--- src/rtl/vps_pkg.sv ---
// vps_pkg: line geometry shared by the decoder modules.
// Assumes the fixed 15-word, 8-bit-per-word line layout.
package vps_pkg;
    localparam int unsigned VPS_NWORDS = 15;
    localparam int unsigned VPS_WBITS  = 8;
    localparam int unsigned VPS_NBITS  = VPS_NWORDS * VPS_WBITS;
    localparam int unsigned SOUND_WORD = 5;
    localparam int unsigned CNI_HI_WORD = 13;
    localparam int unsigned CNI_LO_WORD = 14;
    localparam int unsigned CNI_W      = 10;

    // Least significant bit index of word k (1-based) in the packed image.
    function automatic int unsigned word_lsb(input int unsigned k);
        return VPS_NBITS - VPS_WBITS * k;
    endfunction
endpackage

--- src/rtl/vps_cell_slicer.sv ---
// vps_cell_slicer: times the bit cells of a gated line and decodes each
// biphase cell from the mid-points of its two halves.
// Assumes SPB is a multiple of 4 (at least 4). The first cycle with line_en
// high is sample 0 of bit 0.
module vps_cell_slicer #(
    parameter int unsigned SPB = 8
) (
    input  logic clk,
    input  logic rst_n,
    input  logic line_en,
    input  logic din,
    output logic line_go,
    output logic bit_vld,
    output logic bit_val,
    output logic bit_err
);
    localparam int unsigned PW = $clog2(SPB);
    localparam int unsigned Q1 = SPB / 4;
    localparam int unsigned Q3 = SPB / 2 + SPB / 4;

    logic          en_q;
    logic          run;
    logic [PW-1:0] phase;
    logic          h1;

    // Cell timing, half-cell capture and bit decision.
    always_ff @(posedge clk) begin
        if (!rst_n) begin
            en_q    <= 1'b0;
            run     <= 1'b0;
            phase   <= '0;
            h1      <= 1'b0;
            line_go <= 1'b0;
            bit_vld <= 1'b0;
            bit_val <= 1'b0;
            bit_err <= 1'b0;
        end else begin
            en_q    <= line_en;
            line_go <= line_en && !en_q;
            bit_vld <= 1'b0;
            if (!line_en) begin
                run   <= 1'b0;
                phase <= '0;
            end else if (!en_q) begin
                run   <= 1'b1;
                phase <= PW'(1);
            end else if (run) begin
                phase <= (phase == PW'(SPB - 1)) ? '0 : phase + PW'(1);
                if (phase == PW'(Q1)) begin
                    h1 <= din;
                end
                if (phase == PW'(Q3)) begin
                    bit_vld <= 1'b1;
                    bit_val <= h1;
                    bit_err <= (h1 == din);
                end
            end
        end
    end


    no_bit_outside_gate_chk: assert property (@(posedge clk) disable iff (!rst_n)
        !line_en |=> !bit_vld);

    bit_spacing_chk: assert property (@(posedge clk) disable iff (!rst_n)
        bit_vld |=> !bit_vld);
endmodule

--- src/rtl/vps_word_asm.sv ---
// vps_word_asm: shifts decoded bits into the line image, counts them and
// tracks biphase errors for the current line.
// Assumes line_go precedes the first bit of every line; bits past NBITS are ignored.
module vps_word_asm #(
    parameter int unsigned NBITS = 120
) (
    input  logic             clk,
    input  logic             rst_n,
    input  logic             line_go,
    input  logic             bit_vld,
    input  logic             bit_val,
    input  logic             bit_err,
    output logic [NBITS-1:0] line_bits,
    output logic             line_done,
    output logic             err_flag
);
    localparam int unsigned CW = $clog2(NBITS + 1);

    logic [CW-1:0] cnt;

    // Bit collection, line-complete pulse and sticky error flag.
    always_ff @(posedge clk) begin
        if (!rst_n) begin
            line_bits <= '0;
            cnt       <= '0;
            line_done <= 1'b0;
            err_flag  <= 1'b0;
        end else if (line_go) begin
            cnt       <= '0;
            line_done <= 1'b0;
            err_flag  <= 1'b0;
        end else begin
            line_done <= 1'b0;
            if (bit_vld && cnt != CW'(NBITS)) begin
                line_bits <= {line_bits[NBITS-2:0], bit_val};
                cnt       <= cnt + CW'(1);
                if (bit_err) begin
                    err_flag <= 1'b1;
                end
                if (cnt == CW'(NBITS - 1)) begin
                    line_done <= 1'b1;
                end
            end
        end
    end


    count_range_chk: assert property (@(posedge clk) disable iff (!rst_n)
        cnt <= CW'(NBITS));

    err_clear_chk: assert property (@(posedge clk) disable iff (!rst_n)
        line_go |=> !err_flag);
endmodule

--- src/rtl/vps_frame_check.sv ---
// vps_frame_check: qualifies a completed line (no biphase error, both sync
// words as expected) and publishes the word image and extracted fields.
// Assumes line_done is a single-cycle pulse with line_bits stable at that time.
module vps_frame_check
    import vps_pkg::*;
#(
    parameter logic [7:0] SYNC_W1 = 8'hA5,
    parameter logic [7:0] SYNC_W2 = 8'h3C
) (
    input  logic                 clk,
    input  logic                 rst_n,
    input  logic                 line_done,
    input  logic                 line_err,
    input  logic [VPS_NBITS-1:0] line_bits,
    output logic [VPS_NBITS-1:0] words_o,
    output logic                 valid_o,
    output logic [1:0]           sound_o,
    output logic [CNI_W-1:0]     cni_o
);
    localparam int unsigned W1_LSB  = word_lsb(1);
    localparam int unsigned W2_LSB  = word_lsb(2);
    localparam int unsigned SND_LSB = word_lsb(SOUND_WORD);
    localparam int unsigned C13_LSB = word_lsb(CNI_HI_WORD);
    localparam int unsigned C14_LSB = word_lsb(CNI_LO_WORD);

    logic sync_ok;

    // Compare both leading words against the expected patterns.
    always_comb begin
        sync_ok = (line_bits[W1_LSB +: VPS_WBITS] == SYNC_W1) &&
                  (line_bits[W2_LSB +: VPS_WBITS] == SYNC_W2);
    end

    // Publish a qualified line and raise the strobe.
    always_ff @(posedge clk) begin
        if (!rst_n) begin
            words_o <= '0;
            valid_o <= 1'b0;
            sound_o <= '0;
            cni_o   <= '0;
        end else begin
            valid_o <= 1'b0;
            if (line_done && !line_err && sync_ok) begin
                words_o <= line_bits;
                valid_o <= 1'b1;
                sound_o <= line_bits[SND_LSB + 6 +: 2];
                cni_o   <= {line_bits[C13_LSB +: 2], line_bits[C14_LSB +: VPS_WBITS]};
            end
        end
    end


    valid_pulse_chk: assert property (@(posedge clk) disable iff (!rst_n)
        valid_o |=> !valid_o);

    sync_words_chk: assert property (@(posedge clk) disable iff (!rst_n)
        valid_o |-> (words_o[W1_LSB +: VPS_WBITS] == SYNC_W1 &&
                     words_o[W2_LSB +: VPS_WBITS] == SYNC_W2));

    clean_line_chk: assert property (@(posedge clk) disable iff (!rst_n)
        valid_o |-> !line_err);

    hold_outputs_chk: assert property (@(posedge clk) disable iff (!rst_n)
        !valid_o |=> (valid_o || $stable(words_o)));
endmodule

--- src/rtl/vps_line_decoder.sv ---
// vps_line_decoder: top level of the biphase line decoder. Chains the cell
// slicer, the word assembler and the frame qualifier.
// Assumes line_en is raised only on the enabled blanking lines and is aligned
// to the first sample of the first bit cell.
module vps_line_decoder
    import vps_pkg::*;
#(
    parameter int unsigned SPB     = 8,
    parameter logic [7:0]  SYNC_W1 = 8'hA5,
    parameter logic [7:0]  SYNC_W2 = 8'h3C
) (
    input  logic                 clk,
    input  logic                 rst_n,
    input  logic                 line_en,
    input  logic                 din,
    output logic [VPS_NBITS-1:0] words_o,
    output logic                 valid_o,
    output logic [1:0]           sound_o,
    output logic [CNI_W-1:0]     cni_o,
    output logic                 bphase_err_o
);
    logic                 line_go;
    logic                 bit_vld;
    logic                 bit_val;
    logic                 bit_err;
    logic [VPS_NBITS-1:0] line_bits;
    logic                 line_done;
    logic                 err_flag;

    vps_cell_slicer #(.SPB(SPB)) u_slicer (
        .clk     (clk),
        .rst_n   (rst_n),
        .line_en (line_en),
        .din     (din),
        .line_go (line_go),
        .bit_vld (bit_vld),
        .bit_val (bit_val),
        .bit_err (bit_err)
    );

    vps_word_asm #(.NBITS(VPS_NBITS)) u_asm (
        .clk       (clk),
        .rst_n     (rst_n),
        .line_go   (line_go),
        .bit_vld   (bit_vld),
        .bit_val   (bit_val),
        .bit_err   (bit_err),
        .line_bits (line_bits),
        .line_done (line_done),
        .err_flag  (err_flag)
    );

    vps_frame_check #(.SYNC_W1(SYNC_W1), .SYNC_W2(SYNC_W2)) u_check (
        .clk       (clk),
        .rst_n     (rst_n),
        .line_done (line_done),
        .line_err  (err_flag),
        .line_bits (line_bits),
        .words_o   (words_o),
        .valid_o   (valid_o),
        .sound_o   (sound_o),
        .cni_o     (cni_o)
    );

    assign bphase_err_o = err_flag;


    reset_state_chk: assert property (@(posedge clk)
        $past(!rst_n) |-> (!valid_o && !bphase_err_o));
endmodule

--- config.mk ---
export PLATFORM = sky130hd
export DESIGN_NAME = vps_line_decoder
export DESIGN_NICKNAME = d
export VERILOG_FILES = /design/src/rtl/vps_pkg.sv /design/src/rtl/vps_cell_slicer.sv /design/src/rtl/vps_word_asm.sv /design/src/rtl/vps_frame_check.sv /design/src/rtl/vps_line_decoder.sv
export SDC_FILE = /design/constraint.sdc
export NUM_CORES = 1
export LEC_CHECK = 0
export BUFFER_PORTS_ARGS = -buffer_cell sky130_fd_sc_hd__buf_2
export CAP_MARGIN = 20
export CORE_UTILIZATION = 43
export CTS_CLUSTER_DIAMETER = 40
export DETAILED_ROUTE_END_ITERATION = 10
export SYNTH_ARGS = -nofsm -noshare
export SYNTH_HDL_FRONTEND = slang
export SYNTH_SLANG_ARGS = --single-unit
export TNS_END_PERCENT = 20
--- constraint.sdc ---
create_clock -name clk -period 4 [get_ports clk]
set_input_delay 0.6 -clock clk [delete_from_list [all_inputs] [get_ports clk]]
set_output_delay 0.6 -clock clk [all_outputs]
set_load 0.03 [all_outputs]
==> results of run 1 <==
==> tightest hold or removal path, cell delays in order <==
cell and delay, ns:
buf_2 0.08, nand2_1 0.09, inv_1 0.08
==> kinds of logic after synthesis <==
logic type	synth area share [%]
mux	11.5
xor+xnor	0.467
buf+inv	5.35
fa+ha+maj	0.668
flops	55.5
compound gates	7.72
simple gates	18.7
==> stage by stage <==
step	power [uW]	cell area (um2)	setup slack (ns)	util, %	hold WS, ns
floorplan	2710	9370	2.06	-	0.434
global placement	2720	10100	1.74	47.4	0.439
detailed placement	2720	10100	1.68	47.4	0.444
CTS	5830	11200	1.68	53.0	0.371
global route	5950	11200	1.58	53.0	0.401
finish	5750	11200	1.70	53.0	0.388
==> per-layer routing <==
metal / global-route usage, % / vias to the layer above / wire length, um
met5: 0 / - / 0
met4: 5.46 / 0 / 420
met3: 5.58 / 41 / 1120
met2: 23.3 / 125 / 7350
met1: 21.3 / 3070 / 8870
li1: - / 3578 / -
==> registers in the layout, summed over array words and instances (netlist names) <==
signal	cells
u_slicer.bit_val	1
u_slicer.line_go	1
u_check.cni_o	9
u_slicer.en_q	1
u_slicer.bit_err	1
u_slicer.phase	3
u_slicer.bit_vld	1
u_asm.line_done	1
u_slicer.h1	1
u_check.sound_o	1
u_asm.line_bits	120
u_slicer.run	1
u_check.words_o	110
u_asm.cnt	7
u_check.valid_o	1
u_asm.err_flag	1
==> Yosys cell counts, drive strengths merged, types with 2 or more instances <==
cell type | instances | area, um2
and3b | 8 | 70.1
clkbuf | 54 | 203
and3 | 2 | 12.5
nand2 | 234 | 878
ha | 5 | 62.6
nor2b | 3 | 18.8
nand3 | 121 | 606
dfxtp | 260 | 5200
mux2i | 108 | 1080
a21oi | 6 | 30.0
buf | 39 | 280
xor2 | 3 | 26.3
nand2b | 3 | 18.8
o21a | 9 | 67.6
o21ai | 122 | 611
nand4 | 3 | 18.8
nor2 | 10 | 37.5
inv | 5 | 18.8
xnor2 | 2 | 17.5
==> power groups by stage <==
stage	registers (uW)	logic, uW	clock network [uW]
final	2600	68.6	3080
after global routing	2590	76.0	3280
after CTS	2600	68.9	3170
after detailed placement	2650	69.0	0
after global placement	2650	68.4	0
after floorplan	2650	54.9	0
==> layout make-up <==
class | instances | area, um2 | share of cell area, %
Sequential cell | 260 | 5200 | 46.3
Tap cell | 275 | 344 | 3.06
Clock buffer | 50 | 1030 | 9.21
Multi-Input combinational cell | 652 | 3680 | 32.8
Clock inverter | 13 | 146 | 1.30
Inverter | 5 | 18.8 | 0.167
Timing Repair Buffer | 145 | 806 | 7.17
==> worst max path at each step <==
stage,end,slack (ns),depth (start not counted)
3_3_place_gp,u_check.words_o[23],1.74,4
2_1_floorplan,u_check.cni_o[0],2.06,5
5_1_grt,u_check.words_o[37],1.58,4
3_5_place_dp,u_check.words_o[29],1.68,4
6_report,u_check.words_o[29],1.70,4
4_1_cts,u_check.words_o[38],1.68,4
==> results.cfg, run 1 <==
[drt]
wl_per_cell_um = 12.7
routed_wl_mm = 17.8
vias = 6814
firstDrtPassIters = 4
via_per_inst = 4.87
ant_nets = 0
drt_iter0_markers = 355
drc_errors = 0

[layout]
layout.nets = 1109
instances_no_fill = 1400
syn_to_final_growth_pct = 19.9
diodes = 0
final_common_cell = dfxtp_1
layout_common_cells = dfxtp_1 (260), nand2_1 (234), buf_2 (136)
num-fill-cells = 2018
drive_gt1_share_pct = 18.0

[critical_path]
critical_path.top_delay_family = simple AND/OR/NAND/NOR gates
r2r_setup_slack_ns = 1.70
r2r-end = u_check.words_o[29]
cp-start-kind = register
r2r_cells = 4
endpoint_kind = register
setup.worst_path.start = u_asm.err_flag
reg2reg_from = u_asm.err_flag
slowest_delay_ns = 0.59
critPathSlowestCell = buf_4
crit_chain = or4b_1, nor4_4, buf_4, mux2i_1
worstPathArrival_ns = 2.72
cp.required_ns = 4.42
path_max_fanout = 35
crit_type = register to register
cp.buffers_inverters = 1

[sta]
slew_violations = 0
setup_tns_ns = 0
timing.final.crit_share_pct = 57.6
relSlewSlack_pct = 39.0
tightestPinTransition_ns = 0.915
fin_crit_ns = 2.30
skew_ns = 0.0100
rsz0062_at_grt = no
fmax_mhz = 434
finalSetupViolCount = 0
final_hold_viol_count = 0

[pwr]
peakVddDrop_v = 0.000241
p_clk_share_pct = 53.6
p_per_area_nw_per_um2 = 511
leakagePower_uw = 0.00426
power.share.switching_pct = 20.8
switchingPower_uw = 1190
pwr-share-seq_pct = 45.2
p_int_uw = 4550
power_frac_comb_pct = 1.2

[floorplan]
die_h_um = 150
core-area_um2 = 21200
start_util_pct = 44.2
dieArea_um2 = 22400
num_rows = 53
die_x_um = 150
pin_count = 138

[placement]
portBuffers = 137
dp.final_hpwl_mm = 10.3
place_congestion = 0.716
dp.cells = 1337

[clock_tree]
htree_levels = 2
cts_resized = 0
cts_root_buf = clkbuf_16
clk_path_buf_depth = 3
hold_buffers = 0
cts_sinks = 260
tritoncts = built
cts_made_buffers = 36
post-cts-setup-buffer-count = 0
clk_latency_ns = 0.49
clk_transition_reported_paths_ns = 0.05

[yosys]
syn_area_um2 = 9370
syn_avg_cell_area_um2 = 9.28
yosysWarningCount = 0
synth-edff-count = 0
ys.flop_type = dfxtp_1
synth_cell_types = 36
syn_inst = 1010
ys_ff_latch = 260
ys_seq_area_share_pct = 55.5
async_reset_ff_share_pct = 0
syn-num-nets = 1019

[global_routing]
grt-ovfl-total = 0
antenna_found_initial = 0
first_global_vias = 6019
grt_max_degree = 241
grt_pass1_wl_mm = 29.1
grtUsageTotal_pct = 15.8

[min_path]
holdPathEnd = u_slicer.en_q
holdPathStages = 3
hp-start = line_en
hp-class = input port to register

[flow_run]
maxCapViolCount = 0

[run_status]
status = complete, no violations
Note: power is estimated with default switching activity, not from simulation.
==> inputs of run 2 (changes only) <==
Clock period 4 ns to 2.18 ns, I/O delays scaled along.
==> results.cfg, run 2 (synthesis results as in run 1) <==
[run_status]
status = complete, no violations

[sta]
fmax_mhz = 509
rsz0062_at_grt = no
fin_crit_ns = 1.96
final_hold_viol_count = 0
setup_tns_ns = 0
timing.final.crit_share_pct = 90.1
relSlewSlack_pct = 72.6
skew_ns = 0.0143
finalSetupViolCount = 0
slew_violations = 0
tightestPinTransition_ns = 0.410

[floorplan]
num_rows = 53
start_util_pct = 44.2
die_x_um = 150
core-area_um2 = 21200
die_h_um = 150
dieArea_um2 = 22400
pin_count = 138

[drt]
firstDrtPassIters = 4
drt_iter0_markers = 276
ant_nets = 0
wl_per_cell_um = 12.9
drc_errors = 0
via_per_inst = 4.87
vias = 6855
routed_wl_mm = 18.2

[layout]
drive_gt1_share_pct = 18.9
regMostFlops = u_asm.line_bits
layout.nets = 1116
layout_common_cells = dfxtp_1 (260), nand2_1 (234), buf_2 (136)
final_common_cell = dfxtp_1
top_regs = u_asm.line_bits: 120 flops, u_check.words_o: 110 flops, u_check.cni_o: 9 flops
diodes = 0
syn_to_final_growth_pct = 22.8
largest_reg_flops = 120

[critical_path]
r2r_cells = 5
endpoint_kind = register
worstPathArrival_ns = 2.38
cp.required_ns = 2.60
r2r_setup_slack_ns = 0.22
r2r-end = u_check.cni_o[6]
path_max_fanout = 30
reg2reg_from = u_asm.err_flag
cp-start-kind = register
crit_type = register to register

[placement]
portBuffers = 137
dp.final_hpwl_mm = 11.0
place_congestion = 0.700

[global_routing]
grtUsageTotal_pct = 16.5
grt_pass1_wl_mm = 30.6
first_global_vias = 6379
grt-ovfl-total = 0
antenna_found_initial = 0
grt_max_degree = 97

[clock_tree]
clk_transition_reported_paths_ns = 0.05
clk_latency_ns = 0.50
htree_levels = 2
post-cts-setup-buffer-count = 0
tritoncts = built
cts_resized = 0
cts_root_buf = clkbuf_16
cts_made_buffers = 37
hold_buffers = 0
cts_sinks = 260
clk_path_buf_depth = 3

[flow_run]
maxCapViolCount = 0

[pwr]
leakagePower_uw = 0.00436
peakVddDrop_v = 0.000576
p_per_area_nw_per_um2 = 964
power_uw = 11100

[min_path]
hp-class = input port to register
hp-start = din
holdPathStages = 3
holdPathEnd = u_slicer.h1
## run 2: cell count changes in the layout (fill, tap and decap cells not counted)
cell        previous run  this run
buf_4                  4         2
clkbuf_16             37        39
clkinv_4               3         1
bufinv_16              2         6
inv_8                  1         0
clkbuf_1               7         5
clkinv_2               3         4
buf_12                 4        12
inv_6                  3         4
clkinvlp_4             1         5
clkbuf_8               6         2
## run 2: area by class of cell
cell class	count	area, um2
clock buffers	46	1020
repair buffers	151	951
fillers	1974	9710
inverters	5	18.8
well taps	275	344
clock inverters	20	282
flip-flops and latches	260	5200
multi-input cells	652	3680
## run 2: layer usage
metal / GRT usage [%] / up-vias / wire [um] / share of wire (%)
met3: 4.91 / 39 / 1100 / 6.0
met5: 0 / - / 0 / 0
met1: 21.9 / 3092 / 9020 / 50
met2: 24.9 / 126 / 7540 / 41
li1: - / 3598 / - / -
met4: 6.63 / 0 / 523 / 2.9
## run 2: worst max-delay path: stages, from the launching register on
cell and delay [ns]:
dfxtp_1 0.31, or4b_1 0.57, nor4_4 0.32, buf_12 0.19
buf_12 0.23, mux2i_1 0.22
## run 2: per-stage QoR
step	util, %	cell area [um2]	worst slack, ns	hold slack [ns]	std cells
floorplan	-	9370	0.243	0.434	1010
global placement	48.1	10200	0.264	0.439	1343
detailed placement	48.1	10200	0.236	0.444	1343
CTS	54.2	11500	0.212	0.0964	1409
global route	54.2	11500	0.138	0.148	1409
finish	54.2	11500	0.216	0.111	1409
## run 2: worst max-delay path by stage
| stage | from | endpoint | cells after the start |
|---|---|---|---|
| floorplan | u_asm.err_flag | u_check.cni_o[0] | 5 |
| global placement | u_asm.err_flag | u_check.cni_o[6] | 5 |
| detailed placement | u_asm.err_flag | u_check.sound_o[0] | 5 |
| CTS | u_asm.err_flag | u_check.cni_o[6] | 5 |
| global route | u_asm.err_flag | u_check.words_o[84] | 5 |
| finish | u_asm.err_flag | u_check.cni_o[6] | 5 |
## run 2: report_power, final
group	internal (uW)	switching [uW]	leakage, uW
logic	26.9	107	0.00164
clock network	4060	2130	0.000624
registers	4760	4.58	0.00209
